==> src/rtl/regbank_i2c_pkg.sv <==
package regbank_i2c_pkg;

    localparam int BYTE_W = 8;

    // Fixed upper six bits of the 7-bit device address
    localparam logic [5:0] DEV_ID_HI = 6'b010101;

    typedef enum logic [3:0] {
        ST_IDLE     = 4'd0,
        ST_DEV_ADDR = 4'd1,
        ST_ACK_DEV  = 4'd2,
        ST_SUB_ADDR = 4'd3,
        ST_ACK_SUB  = 4'd4,
        ST_WR_DATA  = 4'd5,
        ST_ACK_WR   = 4'd6,
        ST_RD_DATA  = 4'd7,
        ST_MST_ACK  = 4'd8
    } slv_state_e;

endpackage

==> src/rtl/i2c_line_sync.sv <==
module i2c_line_sync #(
    parameter int SYNC_STAGES = 2   // must be 2 or more
) (
    input  logic clk,
    input  logic rst_n,
    input  logic scl_i,
    input  logic sda_i,
    output logic scl_o,
    output logic sda_o,
    output logic scl_rise_o,
    output logic scl_fall_o,
    output logic start_o,
    output logic stop_o
);

    localparam int TOP = SYNC_STAGES - 1;

    logic [TOP:0] scl_pipe;
    logic [TOP:0] sda_pipe;
    logic         scl_d;
    logic         sda_d;

    always_ff @(posedge clk or negedge rst_n) begin
        if (!rst_n) begin
            scl_pipe <= '1;
            sda_pipe <= '1;
            scl_d    <= 1'b1;
            sda_d    <= 1'b1;
        end else begin
            scl_pipe <= {scl_pipe[TOP-1:0], scl_i};
            sda_pipe <= {sda_pipe[TOP-1:0], sda_i};
            scl_d    <= scl_pipe[TOP];
            sda_d    <= sda_pipe[TOP];
        end
    end

    assign scl_o      = scl_pipe[TOP];
    assign sda_o      = sda_pipe[TOP];
    assign scl_rise_o = scl_o & ~scl_d;
    assign scl_fall_o = ~scl_o & scl_d;
    // SDA edges while SCL stays high mark bus conditions
    assign start_o    = scl_o & scl_d & sda_d & ~sda_o;
    assign stop_o     = scl_o & scl_d & ~sda_d & sda_o;

endmodule

==> src/rtl/regbank_store.sv <==
module regbank_store #(
    parameter int NUM_REGS = 19,
    parameter int DATA_W   = 8,
    parameter int IDX_W    = $clog2(NUM_REGS + 1)
) (
    input  logic                       clk,
    input  logic                       rst_n,
    input  logic                       wr_en_i,
    input  logic [IDX_W-1:0]           wr_idx_i,
    input  logic [DATA_W-1:0]          wr_data_i,
    input  logic [IDX_W-1:0]           rd_idx_i,
    output logic [DATA_W-1:0]          rd_data_o,
    output logic [NUM_REGS*DATA_W-1:0] regs_o
);

    localparam logic [IDX_W-1:0] LAST_IDX = IDX_W'(NUM_REGS - 1);

    logic [IDX_W-1:0] rd_sel;

    for (genvar g = 0; g < NUM_REGS; g++) begin : g_cell
        logic [DATA_W-1:0] cell_q;
        always_ff @(posedge clk or negedge rst_n) begin
            if (!rst_n) begin
                cell_q <= '0;
            end else if (wr_en_i && (wr_idx_i == IDX_W'(g))) begin
                cell_q <= wr_data_i;
            end
        end
        assign regs_o[g*DATA_W +: DATA_W] = cell_q;
    end

    // Indices past the top read the top register
    assign rd_sel    = (rd_idx_i > LAST_IDX) ? LAST_IDX : rd_idx_i;
    assign rd_data_o = regs_o[rd_sel*DATA_W +: DATA_W];

endmodule

==> src/rtl/i2c_slave_fsm.sv <==
module i2c_slave_fsm
    import regbank_i2c_pkg::*;
#(
    parameter int NUM_REGS = 19,
    parameter int IDX_W    = $clog2(NUM_REGS + 1)
) (
    input  logic              clk,
    input  logic              rst_n,
    input  logic              sda_s_i,
    input  logic              scl_rise_i,
    input  logic              scl_fall_i,
    input  logic              start_i,
    input  logic              stop_i,
    input  logic              strap_i,
    input  logic [BYTE_W-1:0] rd_data_i,
    output logic              wr_en_o,
    output logic [IDX_W-1:0]  wr_idx_o,
    output logic [BYTE_W-1:0] wr_data_o,
    output logic [IDX_W-1:0]  ptr_o,
    output logic              sda_pull_o,
    output slv_state_e        state_o
);

    localparam logic [BYTE_W-1:0] REG_COUNT_B = BYTE_W'(NUM_REGS);
    localparam logic [IDX_W-1:0]  REG_COUNT_I = IDX_W'(NUM_REGS);
    localparam logic [IDX_W-1:0]  LAST_IDX    = IDX_W'(NUM_REGS - 1);

    slv_state_e        state, state_n;
    logic [BYTE_W-1:0] shreg;
    logic [BYTE_W-1:0] tx_q;
    logic [2:0]        bit_cnt;
    logic [IDX_W-1:0]  ptr;
    logic              rw_q;
    logic              ack_phase;
    logic              sda_pull;

    logic [BYTE_W-1:0] rx_byte;
    logic              last_bit;
    logic              addr_hit;
    logic              sub_ok;
    logic              ptr_ok;

    assign rx_byte  = {shreg[BYTE_W-2:0], sda_s_i};
    assign last_bit = (bit_cnt == 3'd7);
    assign addr_hit = (rx_byte[7:1] == {DEV_ID_HI, strap_i});
    assign sub_ok   = (rx_byte < REG_COUNT_B);
    assign ptr_ok   = (ptr < REG_COUNT_I);

    // State register
    always_ff @(posedge clk or negedge rst_n) begin
        if (!rst_n) state <= ST_IDLE;
        else        state <= state_n;
    end

    // Next-state logic
    always_comb begin
        state_n = state;
        if (stop_i) begin
            state_n = ST_IDLE;
        end else if (start_i) begin
            state_n = ST_DEV_ADDR;
        end else begin
            unique case (state)
                ST_IDLE: begin
                    state_n = ST_IDLE;
                end
                ST_DEV_ADDR: begin
                    if (scl_rise_i && last_bit)
                        state_n = addr_hit ? ST_ACK_DEV : ST_IDLE;
                end
                ST_SUB_ADDR: begin
                    if (scl_rise_i && last_bit)
                        state_n = sub_ok ? ST_ACK_SUB : ST_IDLE;
                end
                ST_WR_DATA: begin
                    if (scl_rise_i && last_bit)
                        state_n = ptr_ok ? ST_ACK_WR : ST_IDLE;
                end
                ST_ACK_DEV: begin
                    if (scl_fall_i && ack_phase)
                        state_n = rw_q ? ST_RD_DATA : ST_SUB_ADDR;
                end
                ST_ACK_SUB, ST_ACK_WR: begin
                    if (scl_fall_i && ack_phase)
                        state_n = ST_WR_DATA;
                end
                ST_RD_DATA: begin
                    if (scl_rise_i && last_bit)
                        state_n = ST_MST_ACK;
                end
                ST_MST_ACK: begin
                    if (scl_rise_i && !ack_phase && sda_s_i)
                        state_n = ST_IDLE;
                    else if (scl_fall_i && ack_phase)
                        state_n = ST_RD_DATA;
                end
                default: state_n = ST_IDLE;
            endcase
        end
    end

    // Outputs and datapath
    always_ff @(posedge clk or negedge rst_n) begin
        if (!rst_n) begin
            shreg     <= '0;
            tx_q      <= '0;
            bit_cnt   <= '0;
            ptr       <= '0;
            rw_q      <= 1'b0;
            ack_phase <= 1'b0;
            sda_pull  <= 1'b0;
        end else if (stop_i || start_i || (state_n == ST_IDLE)) begin
            bit_cnt   <= '0;
            ack_phase <= 1'b0;
            sda_pull  <= 1'b0;
        end else begin
            unique case (state)
                ST_DEV_ADDR, ST_SUB_ADDR, ST_WR_DATA: begin
                    if (scl_rise_i) begin
                        shreg   <= rx_byte;
                        bit_cnt <= bit_cnt + 3'd1;
                        if (last_bit) begin
                            ack_phase <= 1'b0;
                            if (state == ST_DEV_ADDR) rw_q <= rx_byte[0];
                            if (state == ST_SUB_ADDR) ptr <= rx_byte[IDX_W-1:0];
                            if (state == ST_WR_DATA)  ptr <= ptr + 1'b1;
                        end
                    end
                end
                ST_ACK_DEV, ST_ACK_SUB, ST_ACK_WR: begin
                    if (scl_fall_i) begin
                        if (!ack_phase) begin
                            sda_pull  <= 1'b1;
                            ack_phase <= 1'b1;
                        end else begin
                            ack_phase <= 1'b0;
                            bit_cnt   <= '0;
                            if ((state == ST_ACK_DEV) && rw_q) begin
                                tx_q     <= rd_data_i;
                                sda_pull <= ~rd_data_i[BYTE_W-1];
                            end else begin
                                sda_pull <= 1'b0;
                            end
                        end
                    end
                end
                ST_RD_DATA: begin
                    if (scl_rise_i) begin
                        bit_cnt <= bit_cnt + 3'd1;
                        if (last_bit) ack_phase <= 1'b0;
                    end
                    if (scl_fall_i) begin
                        tx_q     <= {tx_q[BYTE_W-2:0], 1'b0};
                        sda_pull <= ~tx_q[BYTE_W-2];
                    end
                end
                ST_MST_ACK: begin
                    if (scl_fall_i && !ack_phase) begin
                        sda_pull <= 1'b0;
                    end
                    if (scl_rise_i && !ack_phase && !sda_s_i) begin
                        ack_phase <= 1'b1;
                        if (ptr < LAST_IDX) ptr <= ptr + 1'b1;
                    end
                    if (scl_fall_i && ack_phase) begin
                        tx_q      <= rd_data_i;
                        sda_pull  <= ~rd_data_i[BYTE_W-1];
                        ack_phase <= 1'b0;
                        bit_cnt   <= '0;
                    end
                end
                ST_IDLE: begin
                    sda_pull <= 1'b0;
                end
                default: begin
                    sda_pull <= 1'b0;
                end
            endcase
        end
    end

    assign wr_en_o    = (state == ST_WR_DATA) && scl_rise_i && last_bit &&
                        ptr_ok && !start_i && !stop_i;
    assign wr_idx_o   = ptr;
    assign wr_data_o  = rx_byte;
    assign ptr_o      = ptr;
    assign sda_pull_o = sda_pull;
    assign state_o    = state;

endmodule

==> src/rtl/regbank_i2c_slave.sv <==
module regbank_i2c_slave
    import regbank_i2c_pkg::*;
#(
    parameter int NUM_REGS    = 19,
    parameter int SYNC_STAGES = 2
) (
    input  logic                       clk,
    input  logic                       rst_n,
    input  logic                       scl_i,
    input  logic                       sda_i,
    input  logic                       addr_strap_i,
    output logic                       sda_pull_o,
    output logic [NUM_REGS*BYTE_W-1:0] regs_o
);

    localparam int IDX_W = $clog2(NUM_REGS + 1);

    logic              scl_sync;
    logic              sda_sync;
    logic              scl_rise;
    logic              scl_fall;
    logic              start_seen;
    logic              stop_seen;
    logic              wr_en;
    logic [IDX_W-1:0]  wr_idx;
    logic [BYTE_W-1:0] wr_data;
    logic [IDX_W-1:0]  ptr;
    logic [BYTE_W-1:0] rd_data;
    slv_state_e        fsm_state;

    i2c_line_sync #(
        .SYNC_STAGES(SYNC_STAGES)
    ) sync_i (
        .clk       (clk),
        .rst_n     (rst_n),
        .scl_i     (scl_i),
        .sda_i     (sda_i),
        .scl_o     (scl_sync),
        .sda_o     (sda_sync),
        .scl_rise_o(scl_rise),
        .scl_fall_o(scl_fall),
        .start_o   (start_seen),
        .stop_o    (stop_seen)
    );

    i2c_slave_fsm #(
        .NUM_REGS(NUM_REGS),
        .IDX_W   (IDX_W)
    ) fsm_i (
        .clk       (clk),
        .rst_n     (rst_n),
        .sda_s_i   (sda_sync),
        .scl_rise_i(scl_rise),
        .scl_fall_i(scl_fall),
        .start_i   (start_seen),
        .stop_i    (stop_seen),
        .strap_i   (addr_strap_i),
        .rd_data_i (rd_data),
        .wr_en_o   (wr_en),
        .wr_idx_o  (wr_idx),
        .wr_data_o (wr_data),
        .ptr_o     (ptr),
        .sda_pull_o(sda_pull_o),
        .state_o   (fsm_state)
    );

    regbank_store #(
        .NUM_REGS(NUM_REGS),
        .DATA_W  (BYTE_W),
        .IDX_W   (IDX_W)
    ) store_i (
        .clk      (clk),
        .rst_n    (rst_n),
        .wr_en_i  (wr_en),
        .wr_idx_i (wr_idx),
        .wr_data_i(wr_data),
        .rd_idx_i (ptr),
        .rd_data_o(rd_data),
        .regs_o   (regs_o)
    );

endmodule

==> config.mk <==
export PLATFORM = sky130hd
export DESIGN_NAME = regbank_i2c_slave
export DESIGN_NICKNAME = d
export VERILOG_FILES = /design/src/rtl/regbank_i2c_pkg.sv /design/src/rtl/i2c_line_sync.sv /design/src/rtl/regbank_store.sv /design/src/rtl/i2c_slave_fsm.sv /design/src/rtl/regbank_i2c_slave.sv
export SDC_FILE = /design/constraint.sdc
export NUM_CORES = 1
export LEC_CHECK = 0
export ABC_AREA = 1
export BUFFER_PORTS_ARGS = -buffer_cell sky130_fd_sc_hd__buf_2
export CORE_UTILIZATION = 50
export DETAILED_ROUTE_END_ITERATION = 12
export GPL_ROUTABILITY_DRIVEN = 0
export PLACE_DENSITY_LB_ADDON = 0.05
export SLEW_MARGIN = 20
export SYNTH_ARGS = -nofsm -noshare
export SYNTH_HDL_FRONTEND = slang
export SYNTH_SLANG_ARGS = --single-unit
==> constraint.sdc <==
create_clock -name clk -period 2.35 [get_ports clk]
set_clock_uncertainty 0.2 [all_clocks]
set_input_delay 0.235 -clock clk [delete_from_list [all_inputs] [get_ports clk]]
set_output_delay 0.235 -clock clk [all_outputs]
set_load 0.1 [all_outputs]
* Yosys cells after proc, flatten, opt, wreduce, memory -nomap -nowiden
Cells that the tools add are included.
** Storage, ports and cells
- Register bits after elaboration :: 187
** Operators by class
- Multiplexer cells :: 51
- Magnitude comparators :: 4
- Equality and inequality tests :: 47
- Shift-type cells :: 1
- Bitwise gates (word level) :: 14
- Reduce and logical (&&, ||, !) cells :: 53
- $add $sub $neg :: 2
** Operators by type and width (number)
- $shiftx A152 B9 Y8 :: 1
- $eq A5 B4 Y1 const B :: 8
- $mux W4 :: 10
- $mux W5 :: 7
- $mux W7 :: 5
- $logic_and A1 B1 Y1 :: 31
- $pmux W4 S7 :: 1
- $mux W3 :: 8
- $ne A3 B1 Y1 const B :: 7
- $pmux W7 S3 :: 1
- $eq A5 B3 Y1 const B :: 4
- $ne A2 B1 Y1 const B :: 10
- $eq A4 B3 Y1 const B :: 4
- $eq A5 B5 Y1 const B :: 3
- $reduce_and A5 Y1 :: 3
- $mux W1 :: 14
- $reduce_and A7 Y1 :: 2
- $eq A5 B2 Y1 const B :: 2
- $lt A5 B5 Y1 const B :: 2
- $pmux W5 S2 :: 1
- $pmux W3 S3 :: 1
- $eq A4 B2 Y1 const B :: 2
- $lt A8 B5 Y1 const B :: 1
- $ne A4 B1 Y1 const B :: 2
- 25 further kinds :: 42

* Depth between registers and ports, before layout
- Word-level depth :: 12
- Mapped depth :: 18
- Gate-level depth less buffers :: 16

* By module
A second synthesis with hierarchy kept.
** Second synthesis, totals
- Cell total of the unflattened synthesis :: 1259
- Area, all modules :: 9582.9 um^2
** Modules (own cells, without submodules)
- regbank_store :: cells an instance 929, area an instance 7379.6 um^2, instances 1, seq. area each 3803.6 um^2
- i2c_slave_fsm :: cells an instance 313, area an instance 2004.4 um^2, instances 1, seq. area each 725.7 um^2
- i2c_line_sync :: cells an instance 17, area an instance 198.9 um^2, instances 1, seq. area each 157.7 um^2

* Worst setup path before layout
No wires, ideal clock.
- Path kind :: reg-to-reg
- Start :: register fsm_i.ptr[0] (netlist: fsm_i.ptr_o[0])
- End :: register fsm_i.tx_q[1]
- Arrival :: 1.932 ns
- Slack :: 0.095 ns
- Data required time :: 2.027 ns
- Stages on the path, launching flop included :: 15
- Clock period less this slack :: 2.255 ns
- Path buffers :: 3
- Cell sequence :: dfrtp_1 > buf_2 > inv_2 > ha_1 > nand2_1 > nand2_1 > nand2_2 > buf_4 > buf_4 > o211ai_1 > o211ai_1 > nand3_1 > nand3_1 > nand2_1 > a21oi_1
** On the way
- Word-level cells in the longest chain between the ends :: 10
- Elaborated cells between the ends (all ways) :: 18
- Those cells by class :: 2 x order compare; 1 x shift; 11 x mux; 1 x bitwise; 3 x reduce/logical
** RTL lines
- from (decl) :: line i2c_slave_fsm.sv:32 : logic [IDX_W-1:0] ptr;
- from (signal assigned) :: line i2c_slave_fsm.sv:125 : if (state == ST_SUB_ADDR) ptr <= rx_byte[IDX_W-1:0];
- from (signal assigned) :: line i2c_slave_fsm.sv:126 : if (state == ST_WR_DATA) ptr <= ptr + 1'b1;
- from (signal assigned) :: line i2c_slave_fsm.sv:163 : if (ptr < LAST_IDX) ptr <= ptr + 1'b1;
- parallel branches: the longest is 10 deep, another holds $gt A5 B5 Y1
- to (signal assigned) :: line i2c_slave_fsm.sv:139 : tx_q <= rd_data_i;
- to (signal assigned) :: line i2c_slave_fsm.sv:153 : tx_q <= {tx_q[BYTE_W-2:0], 1'b0};
- to (signal assigned) :: line i2c_slave_fsm.sv:166 : tx_q <= rd_data_i;
- to (decl) :: line i2c_slave_fsm.sv:30 : logic [BYTE_W-1:0] tx_q;
Several ways; the timed one is not identified. The select of a mux whose other input is x is not followed.
A chain may end at the register's enable or synchronous reset.

* Final worst setup path
- Start :: register fsm_i.ptr[0] (netlist: fsm_i.ptr_o[0])
- End :: register fsm_i.tx_q[5]
The elaborated chain is that of the path after synthesis.

==> reports/metrics.yaml <==
hold_viol_final: 0
cts_root_buf: "clkbuf_16"
p_sw_share_pct: 41.86
status: "finished, violations left"
fp.dieH_um: 138.0
syn_to_final_growth_pct: 30.38
clock.fmax_mhz: 414.6
cp_top_family: "simple AND/OR/NAND/NOR gates"
core_area_um2: 18020
final_cell_mix: "336 x nand2_1, 178 x dfrtp_1, 177 x o21ai_0, 156 x buf_2, 82 x inv_1"
h-tree-depth: 4
synth_top_area_share_pct: 49.01
grt_use_met2_pct: 47.36
cts_tree: "yes"
post_drt_wl_per_cell_um: 19.37
p_int_uw: 6783
post_synth_num_cell_types: 35
r2r_end: "fsm_i.tx_q[5]"
fin_crit_sh_pct: 102.6
yosys_register_bits: 187
combPwrFrac_pct: 45.2
met1_usage_pct: 50.00
crit_type: "register to register"
clk_pin_slew_worst_paths_ns: 0.08
syn-mean-instance-area_um2: 7.953
r2r-start: "fsm_i.ptr_o[0]"
leakage_uw: 0.006061
clock_sinks: 187
yosysWarningCount: 0
via_per_inst: 5.701
setup_viol: 4
grt_max_degree: 48
synth_area_leader_cell: "dfrtp_1"
min_period_ns: 2.412
clkLatencyLatePin_ns: 0.44
syn_inst: 1162
max_stage_delay_ns: 0.39
first_iter_violations: 985
clockPowerShare_pct: 25.2
worstPathCellList: "inv_2 > ha_4 > nand2_4 > nand2_8 > nand2_8 > buf_12 > buf_4 > o211ai_1 > nand3_1 > nand3_1 > nand3_2 > nand2_1 > a21oi_1"
vias: 9241
synthTopCellsByArea: "dfrtp_1 49%, nand2_1 14%, o21ai_0 9.8%, o211ai_1 4.1%, nand3_1 3.6%"
crit_arrival_ns: 2.53
failed_checks: "setup timing"
drt_pass1_iterations: 5
rr_worst_depth: 13
crit_fanout: 7
initial_core_util_pct: 51.27
grt_setup_unrepaired: "yes"
io_buffer_count: 157
r2r_setup_slack_ns: -0.06
final_cells: 1621
dp.final_hpwl_um: 20440
hold_class: "input pin to asynchronous set/reset pin"
fp-row-count: 49
maxSlewViolCount: 0
pwr_density_cell_nw_per_um2: 968.2
diodes: 0
fin_setup_tns_ns: -0.08127
cts_buffer_depth: 2
grt.met3_usage_pct: 4.898
die_w_um: 138.0
syn_area_um2: 9241
grt_usage_pct: 32.64
ant_nets: 0
slowest_stage: "dfrtp_1"
cp-end-kind: "register"
vdd_ir_drop_max_uv: 725.2
slew_headroom_pct: 66.79
final_common_cell: "nand2_1"
pwr-share-seq_pct: 29.6
dpl_worst_slack_ns: -0.1114
worst_pin_slew_ns: 0.4930
cp.required_ns: 2.46
layout-drive-gt1-share_pct: 28.52
start_kind: "register"
setup_slack_ns: -0.06217
cp.buffers_inverters: 3
drv_cap: 0
cts_buffers: 17
post-route-drc-count: 0
routed_wl_um: 31400
syn_nets: 1174
fin_nets: 1391
ys_seq_area_share_pct: 50.72
grt-ovfl-total: 0
die-area_um2: 19030
grt-busiest-layer: "met1"
power.total_uw: 11670
switchingPower_uw: 4883
num_io_pins: 158
grt_pass1_wl_um: 46400
grt_pass1_vias: 8136
dp.cells: 1551
antenna_found_initial: 0
## what timing repair did
item	4_1_cts	5_1_grt
cloned	2	7
setup endpoints to repair	23	24
setup buffers	13	16
pin swaps	14	46
hold buffers	3	0
endpoints found under the hold margin	183	0
resized for setup	24	75
## how the worst max path moves through the flow
stage | start | endpoint | slack [ns] | cells after the start
final | fsm_i.ptr_o[0] | fsm_i.tx_q[5] | -0.06 | 13
after global routing | fsm_i.state_o[3] | fsm_i.shreg[3] | -0.14 | 14
after CTS | fsm_i.ptr_o[0] | fsm_i.tx_q[5] | 0.004 | 13
after detailed placement | fsm_i.ptr_o[0] | fsm_i.tx_q[2] | -0.11 | 12
after global placement | fsm_i.ptr_o[0] | fsm_i.tx_q[2] | -0.09 | 12
after floorplan | fsm_i.ptr_o[0] | fsm_i.tx_q[1] | 0.09 | 14
## power by group through the flow
stage          Sequential (µW)  Combinational, µW  Clock [µW]
6_report                  3450               5270        2950
5_1_grt                   3470               5610        3100
4_1_cts                   3440               4440        2960
3_5_place_dp              3490               4100           0
3_3_place_gp              3490               4100           0
2_1_floorplan             3500               2560           0
## state kept, by name, summed over array words and instances (netlist names)
name,cells
store_i.g_cell.cell_q,152
fsm_i.shreg,7
fsm_i.tx_q,7
fsm_i.ptr_o,5
fsm_i.state_o,4
fsm_i.bit_cnt,3
sync_i.scl_pipe,2
sync_i.sda_pipe,2
fsm_i.ack_phase,1
fsm_i.rw_q,1
fsm_i.sda_pull_o,1
sync_i.scl_d,1
sync_i.sda_d,1
## cell usage after synthesis
| master | instances |
|---|---|
| nor3_4 | 1 |
| nand2_1 | 353 |
| inv_1 | 85 |
| o21ai_2 | 8 |
| buf_6 | 1 |
| nor2_2 | 4 |
| dfstp_2 | 6 |
| nand3_4 | 1 |
| nand2_2 | 9 |
| clkbuf_1 | 40 |
| buf_1 | 3 |
| o21bai_4 | 1 |
| nand3_1 | 67 |
| nor2_1 | 51 |
| mux2i_1 | 1 |
| buf_4 | 4 |
| nand3_2 | 2 |
| o211ai_1 | 50 |
| nand4_1 | 12 |
| a31oi_1 | 6 |
| o21ai_0 | 181 |
| inv_2 | 14 |
| a21oi_4 | 1 |
| ha_1 | 7 |
| xor2_1 | 1 |
| dfrtp_1 | 181 |
| a21oi_2 | 1 |
| o2111ai_1 | 2 |
| or2_2 | 2 |
| buf_2 | 20 |
| nor2_4 | 2 |
| o22ai_1 | 1 |
| a21oi_1 | 21 |
| nor3_1 | 14 |
| o21ai_1 | 9 |
## routing by layer
layer | part of all wire, % | vias up
met2 | 45 | 525
met5 | 0 | -
met3 | 9.5 | 66
met4 | 2.5 | 0
met1 | 43 | 4369
li1 | - | 4281
## final cells by class
type | instances | area (µm²)
fill | 1526 | 5976
inverter | 99 | 386.6
tap | 229 | 286.5
clock inverter | 15 | 177.7
sequential | 187 | 4691
clock buffer | 17 | 425.4
multi-input combinational | 810 | 4195
timing repair buffer | 264 | 1887
## metrics by stage
stage | instance area (µm²) | hold slack (ns) | util (%)
floorplan | 9241 | -0.2606 | -
global placement | 10670 | 0.004032 | 59.18
detailed placement | 10670 | 0.002651 | 59.18
CTS | 11580 | 0.1093 | 64.27
global route | 12050 | 0.1488 | 66.85
finish | 12050 | 0.09613 | 66.85
## cells by family (layout without fill, tap and decap cells)
| group | Yosys count | after routing | share of synthesized area (%) |
|---|---|---|---|
| multiplexers | 1 | 1 | 0.1083 |
| adder cells (fa/ha/maj) | 7 | 7 | 0.9477 |
| AO/OA/AOI/OAI | 281 | 281 | 17.38 |
| flip-flops | 187 | 187 | 50.72 |
| AND/OR/NAND/NOR | 518 | 520 | 23.45 |
| XOR/XNOR | 1 | 1 | 0.09479 |
| buffers and inverters | 167 | 395 | 7.298 |
Note: power is estimated with default switching activity, not from simulation.
